===== config.mk =====
export PLATFORM = sky130hd
export DESIGN_NAME = sop_macrocell
export DESIGN_NICKNAME = d
export VERILOG_FILES = /design/src/rtl/sop_pkg.sv /design/src/rtl/sop_or_plane.sv /design/src/rtl/sop_state_reg.sv /design/src/rtl/sop_pin_ctl.sv /design/src/rtl/sop_macrocell.sv
export SDC_FILE = /design/constraint.sdc
export NUM_CORES = 1
export LEC_CHECK = 0
export BUFFER_PORTS_ARGS = -buffer_cell sky130_fd_sc_hd__buf_4
export CAP_MARGIN = 20
export CORE_AREA = 2 2 39 41
export CTS_CLUSTER_SIZE = 14
export DETAILED_ROUTE_END_ITERATION = 6
export DIE_AREA = 0 0 41 43
export SETUP_SLACK_MARGIN = 0.2
export SYNTH_ARGS = -nofsm -noshare
export SYNTH_HDL_FRONTEND = slang
export SYNTH_HIERARCHICAL = 1
export SYNTH_SLANG_ARGS = --single-unit

===== constraint.sdc =====
create_clock -name clk -period 1 [get_ports clk]
set_input_delay 0 -clock clk [delete_from_list [all_inputs] [get_ports clk]]
set_output_delay 0 -clock clk [all_outputs]
set_load 0.01 [all_outputs]

===== src/rtl/sop_pkg.sv =====
package sop_pkg;

    typedef enum logic [1:0] {
        MC_INPUT   = 2'b00,
        MC_COMB    = 2'b01,
        MC_REG     = 2'b10,
        MC_INPUT_B = 2'b11
    } mc_mode_e;

    typedef struct packed {
        logic q;
    } mc_state_t;

    localparam int unsigned OR_GROUP = 4;

endpackage


===== src/rtl/sop_or_plane.sv =====
module sop_or_plane
    import sop_pkg::*;
#(
    parameter int unsigned N_TERMS = 8
) (
    input  logic [N_TERMS-1:0] pterm_i,
    input  logic               invert_i,
    output logic               sum_o,
    output logic               pol_o
);

    localparam int unsigned N_GROUPS = (N_TERMS + OR_GROUP - 1) / OR_GROUP;

    logic [N_GROUPS-1:0] grp_or;

    for (genvar g = 0; g < N_GROUPS; g++) begin : g_grp
        localparam int unsigned LO = g * OR_GROUP;
        localparam int unsigned HI = ((LO + OR_GROUP - 1) < N_TERMS) ?
                                     (LO + OR_GROUP - 1) : (N_TERMS - 1);
        assign grp_or[g] = |pterm_i[HI:LO];
    end

    always_comb begin
        sum_o = |grp_or;
        pol_o = sum_o ^ invert_i;
    end

endmodule


===== src/rtl/sop_state_reg.sv =====
module sop_state_reg
    import sop_pkg::*;
(
    input  logic clk,
    input  logic rst_n,
    input  logic pol_i,
    output logic q_o
);

    mc_state_t state_d, state_q;

    always_comb begin
        state_d   = state_q;
        state_d.q = pol_i;
    end

    always_ff @(posedge clk or negedge rst_n) begin
        if (!rst_n) begin
            state_q <= '0;
        end else begin
            state_q <= state_d;
        end
    end

    assign q_o = state_q.q;

endmodule


===== src/rtl/sop_pin_ctl.sv =====
module sop_pin_ctl
    import sop_pkg::*;
(
    input  logic [1:0] mode_i,
    input  logic       pol_i,
    input  logic       q_i,
    input  logic       oe_term_i,
    input  logic       pad_i,
    output logic       pad_o,
    output logic       pad_en_o,
    output logic       fb_o
);

    mc_mode_e mode;

    always_comb begin
        mode     = mc_mode_e'(mode_i);
        pad_o    = pol_i;
        pad_en_o = 1'b0;
        fb_o     = pad_i;
        case (mode)
            MC_COMB: begin
                pad_o    = pol_i;
                pad_en_o = oe_term_i;
                fb_o     = pad_i;
            end
            MC_REG: begin
                pad_o    = q_i;
                pad_en_o = oe_term_i;
                fb_o     = q_i;
            end
            default: begin
                pad_o    = pol_i;
                pad_en_o = 1'b0;
                fb_o     = pad_i;
            end
        endcase
    end

endmodule


===== src/rtl/sop_macrocell.sv =====
module sop_macrocell
    import sop_pkg::*;
#(
    parameter int unsigned N_TERMS = 12
) (
    input  logic               clk,
    input  logic               rst_n,
    input  logic [N_TERMS-1:0] pterm_i,
    input  logic               oe_term_i,
    input  logic [1:0]         cfg_mode_i,
    input  logic               cfg_invert_i,
    input  logic               pad_i,
    output logic               pad_o,
    output logic               pad_en_o,
    output logic               fb_o
);

    if (N_TERMS < 8 || N_TERMS > 16) begin : g_bad_terms
        $error("sop_macrocell: N_TERMS must lie in 8..16");
    end

    logic sum;
    logic pol;
    logic q;

    sop_or_plane #(.N_TERMS(N_TERMS)) u_or (
        .pterm_i  (pterm_i),
        .invert_i (cfg_invert_i),
        .sum_o    (sum),
        .pol_o    (pol)
    );

    sop_state_reg u_reg (
        .clk   (clk),
        .rst_n (rst_n),
        .pol_i (pol),
        .q_o   (q)
    );

    sop_pin_ctl u_pin (
        .mode_i    (cfg_mode_i),
        .pol_i     (pol),
        .q_i       (q),
        .oe_term_i (oe_term_i),
        .pad_i     (pad_i),
        .pad_o     (pad_o),
        .pad_en_o  (pad_en_o),
        .fb_o      (fb_o)
    );

    logic unused_sum;
    assign unused_sum = sum;

endmodule


==> results of run 1 <==
==> power by group <==
part           internal [uW]  leakage, uW  total (uW)  switching (uW)
clock                      0            0           0               0
combinational           88.4     0.000151         133            44.8
sequential              43.3    0.0000117        44.4            1.09
==> path summary, 6_finish.rpt <==
path	from	end	slack (ns)	cells past startpoint
setup / recovery	pterm_i[7]	pad_o	-0.06	6
hold / removal	cfg_invert_i	u_reg/q_o$_DFF_PN0_	0.21	2
max in group asynchronous	rst_n	u_reg/q_o$_DFF_PN0_	0.58	2
min in group asynchronous	rst_n	u_reg/q_o$_DFF_PN0_	0.34	2
==> per-stage QoR <==
stage               total power (uW)  setup WS, ns  hold slack [ns]  setup TNS [ns]   util
finish                           178       -0.0615            0.212         -0.0615  0.279
global route                     188        -0.101            0.234          -0.101  0.279
CTS                              156       -0.0519            0.210         -0.0519  0.241
detailed placement               136        -0.100           -0.224          -0.100  0.203
global placement                 135       -0.0927           -0.225         -0.0927  0.203
floorplan                       66.7         0.202           -0.296               0      -
==> cell type report <==
cell class	instances	area share
Sequential cell	1	0.0647
Multi-Input combinational cell	9	0.382
Timing Repair Buffer	22	0.492
Tap cell	16	0.0518
Inverter	1	0.00971
==> cell usage after synthesis, drive strengths merged <==
library cell	instances
inv	1
nor2b	1
ha	1
xor2	1
dfrtp	1
nor4	3
nand3	1
mux2	2
==> layer usage <==
metal	vias up	GRT usage	wire length, um
met5	-	0	0
met4	0	0	0
met3	0	0.0105	114
met2	22	0.113	258
met1	84	0.0350	119
li1	85	-	-
==> cell families (layout without fill, tap and decap cells) <==
logic type / count (synthesis) / after routing / synth area share
and+or+nand+nor: 5 / 5 / 0.293
muxes: 2 / 2 / 0.219
adders and majority gates: 1 / 1 / 0.122
xor gates and xnor gates: 1 / 1 / 0.0854
DFF: 1 / 1 / 0.244
buffers and inverters: 1 / 23 / 0.0366
==> what timing repair did <==
item | in CTS | in global routing
pin swaps | 5 | 4
hold endpoints to repair | 1 | 0
resized for setup | 10 | 8
hold buffers | 1 | 0
endpoints found under the setup margin | 2 | 3
==> impl_results.md, run 1 <==
- Final worst slack: -0.0615 ns
- Worst setup SP type: input pin
- Wire length per cell: between 10 and 15 um
- Vias/cell: 3.90
- Status: finished with violations
- Ys Warns: 6
- Cell Area, Synth: 103 um^2
- Failing checks: setup timing
- Multi-input gate area: around 150 um^2
- Leading area contributor after synthesis: dfrtp_1
- Worst path max stage delay: between 0.2 and 0.3 ns
- Worst-path fanout max: 2
- Relative slew slack: 0.855
- Fillers: ~150
- Max FFs per register: 1
- Leakage power: ~0.00016 uW
- Post-synth top area share: 0.244
- Routed wire length: 492 um
- Final GP Congestion: between 0.6 and 0.7
- Final Critical Period: between 1 and 1.5 ns
- Port bufs: 21
- Antenna Nets Post-Route: 0
- Antenna cells: 0
- Layout cells sized above 1: 0.909
- Post-synthesis register bit count: 1
- Unrepaired setup endpoints after global routing: true
- Post-CTS Setup Bufs: 0
- Crit share post-route: 1.06
- Seq/Total Area, Yosys: 0.244
- Total global-route track usage: 0.0490
- DIE AREA: about 1800 um^2
- CP Buf/Inv Count: 2
- DRC: 0
- Syn_area_per_cell: a little over 9 um^2
- Final slew viol count: 0
- Crit path cell chain: buf_4 -> nor4_4 -> nand3_2 -> xor2_2 -> mux2_4 -> buf_6
- Synth top area cells: dfrtp_1, mux2_2, nor4_1
- Clock transition at path regs: 0 ns
- Initial Util: 0.0741
- Final hold vios: 0
- Post-Syn Nets: 31
- Chip height: 43 um
- Final #Nets: between 50 and 60
- Number of cells after detailed placement: 48
- Critical path class: in -> out
- Initial DRC Count: 0
- Hold WC Path Type: in -> reg
- Synth cell types: 8
- Largest net degree at the start of global routing: 3
- HPWL Detailed: ~340 um
- Worst VDD drop: 0.160 mV
- First-pass GRT wire length: approximately 600 um
- Via count: roughly 190
- Area after DPL: 280 um^2
- Core Region: between 1000 and 1500 um^2
- Worst-margin pin slew: about 0.22 ns
- Final non-filler cell area: 387 um^2
- Slowest-stage cell, CP: mux2_4
- Req. time, crit path: 1.00 ns
- Overflow after GRT: 0
- Pwr dens: approximately 460 nW/um^2
- Cell family with most CP delay: simple AND/OR/NAND/NOR gates
- Crit path DAT: 1.06 ns
- Commonest non-fill, non-tap cells in the layout: buf_4, buf_6, nor4_4
- Storage cell area: 25.0 um^2
- FP Rows: 14
- Crit end category: output port
- Synthesized instance count: 11
- Die width: 41 um
- Initial antenna violation count: 0
- Vias in the first global route: 180
- P&R area growth vs syn: 277%
- First-pass DRT Iterations: 1
- Fmax: 942 MHz
- Io pins: 22
- Maxcap violations: 0
- Most common cell after layout, fill and taps aside: buf_4
- Layout Cells excl Fill: 49
- Finish-stage setup viols: 1
(Power assumes the default switching activity.)
==> inputs of run 2 (changes only) <==
--- a/config.mk
+++ b/config.mk
@@ -5,6 +5,7 @@
 export SDC_FILE = /design/constraint.sdc
 export NUM_CORES = 1
 export LEC_CHECK = 0
+export ABC_AREA = 1
 export BUFFER_PORTS_ARGS = -buffer_cell sky130_fd_sc_hd__buf_4
 export CAP_MARGIN = 20
 export CORE_AREA = 2 2 39 41
==> run 2 against run 1 <==
Against the previous run:
- the run now ends clean
- critical path depth up 4
- wire length down 3.9%
- power down 6.5%
- worst hold slack better by 0.051 ns
- worst setup slack better by 0.29 ns
- utilization down 0.81 points
- first-iteration DRC count up 1
- global-route usage up 0.30 points
- critical path type unchanged
==> impl_results.md, run 2 <==
- FP Rows: 14
- Clock transition at path regs: 0 ns
- Port bufs: 21
- Core Region: around 1400 um^2
- Finish-stage setup viols: 0
- Worst VDD drop: about 0.16 mV
- Most numerous cell in the Yosys netlist: nand2_1
- Layout cells sized above 1: 0.563
- Final Critical Period: 0.774 ns
- DRC: 0
- Chip height: about 43 um
- Layout Cells excl Fill: 64
- Crit end category: output port
- Total global-route track usage: 0.0521
- Max FFs per register: 1
- Final #Nets: 70
- Slowest-stage cell, CP: buf_4
- Leakage power: around 0.0002 uW
- Req. time, crit path: 1.00 ns
- Cell Area, Synth: 136 um^2
- CP endpoint: pad_o
- Number of cells after detailed placement: 63
- P&R area growth vs syn: 175%
- Vias/cell: around 3.5
- Crit path cell chain: buf_4 -> nor2_4 -> nand2_2 -> nor2_4 -> nand2_2 -> nand2_1 -> nand2_1 -> nand2_1 -> nand2_1 -> buf_6
- Syn_area_per_cell: about 5.2 um^2
- Fmax: roughly 1300 MHz
- Antenna cells: 0
- Routed wire length: 473 um
- Post-synthesis register bit count: 1
- Maxcap violations: 0
- Synthesized instance count: 26
- Pwr dens: roughly 440 nW/um^2
- Post-layout util: 0.271
- Worst-margin pin slew: between 0.1 and 0.15 ns
- HPWL Detailed: roughly 370 um
- Synth top area cells: nand2_1, nor2_1, dfrtp_1
- Post-Syn Nets: between 40 and 50
- Antenna Nets Post-Route: 0
- Via count: about 220
- Final GP Congestion: approximately 0.58
- Async S/R FF share, synth: 1.00
- Most used cell, CP: nand2_1
- Worst-path fanout max: 2
- Synth top cells by count: nand2_1, nor2_1, inv_1
- Commonest non-fill, non-tap cells in the layout: buf_4, nand2_1, buf_6
- Worst setup SP type: input pin
- Initial Util: 0.0986
- Seq/Total Area, Yosys: 0.183
- Io pins: 22
- First-pass GRT wire length: between 600 and 700 um
- Hold WC Path Type: in -> reg
- Initial antenna violation count: 0
- Total power draw: between 150 and 200 uW
- Fillers: roughly 160
- Worst path max stage delay: approximately 0.12 ns
- Leading area contributor after synthesis: nand2_1
- Final hold vios: 0
- Synth cell types: 9
- First-pass DRT Iterations: 2
- Ys Warns: 6
- Crit path from: pterm_i[9]
- Unrepaired setup endpoints after global routing: true
- Wire length per cell: 7.39 um
- DIE AREA: 1760 um^2
- Vias in the first global route: 192
- Number of synthesized flops with an enable pin: 0
- Multi-input gate area: ~120 um^2
- Largest net degree at the start of global routing: 3
- Crit share post-route: 0.774
- Storage cell area: between 20 and 30 um^2
- Relative slew slack: 0.932
- Final slew viol count: 0
- Crit path DAT: 0.77 ns
- TNS Setup: 0 ns
- Overflow after GRT: 0
- Post-synth top area share: 0.248
- Critical path class: in -> out
- Ys flop type: dfrtp_1
- Status: finished, final reports clean
- Die width: around 40 um
- Initial DRC Count: 1
- Most common cell after layout, fill and taps aside: buf_4
[run 2: repair_timing]
item | CTS | global route
pin swaps | 6 | 7
endpoints found under the hold margin | 1 | 0
cloned | 0 | 0
setup buffers | 0 | 0
hold buffers | 1 | 0
gates resized for setup | 5 | 9
setup endpoints to repair | 1 | 1
[run 2: report_power, final]
group	internal, uW	switching (uW)
Clock	0	0
Sequential	43.2	0.446
Combinational	82.2	40.1
Total	125	40.6
[run 2: worst min path at each step]
stage / start / endpoint / slack (ns) / cells after the start
2_1_floorplan: rst_n / u_reg/q_o$_DFF_PN0_ / -0.30 / 0
3_3_place_gp: rst_n / u_reg/q_o$_DFF_PN0_ / -0.22 / 1
3_5_place_dp: rst_n / u_reg/q_o$_DFF_PN0_ / -0.22 / 1
4_1_cts: pad_i / fb_o / 0.27 / 4
5_1_grt: cfg_invert_i / u_reg/q_o$_DFF_PN0_ / 0.29 / 3
6_report: cfg_invert_i / u_reg/q_o$_DFF_PN0_ / 0.26 / 3
[run 2: worst max-delay path: cells and delay by family]
family,cells,cell delay (ns)
buffers and inverters,2,0.24
and+or+nand+nor,8,0.54
[run 2: logic make-up after synthesis]
logic type / share of synthesized area
and+or+nand+nor: 0.615
adders and majority gates: 0.0917
buffers and inverters: 0.110
DFF: 0.183
[run 2: metal layers]
layer  track usage  wire length, um
met3             0               40
met5             0                0
met4             0                0
met1        0.0605              154
met2         0.103              278
[run 2: area by class of cell]
cell class | instances | share of cell area
inverter | 4 | 0.0400
multi-input combinational | 21 | 0.323
sequential | 1 | 0.0667
tap | 16 | 0.0533
timing repair buffer | 22 | 0.517
[run 2: per-stage QoR]
stage	setup slack (ns)	hold slack [ns]	instance area, um^2
after floorplan	0.452	-0.296	136
after global placement	0.193	-0.224	314
after detailed placement	0.178	-0.223	314
after CTS	0.202	0.272	343
after global routing	0.156	0.288	375
final	0.226	0.263	375
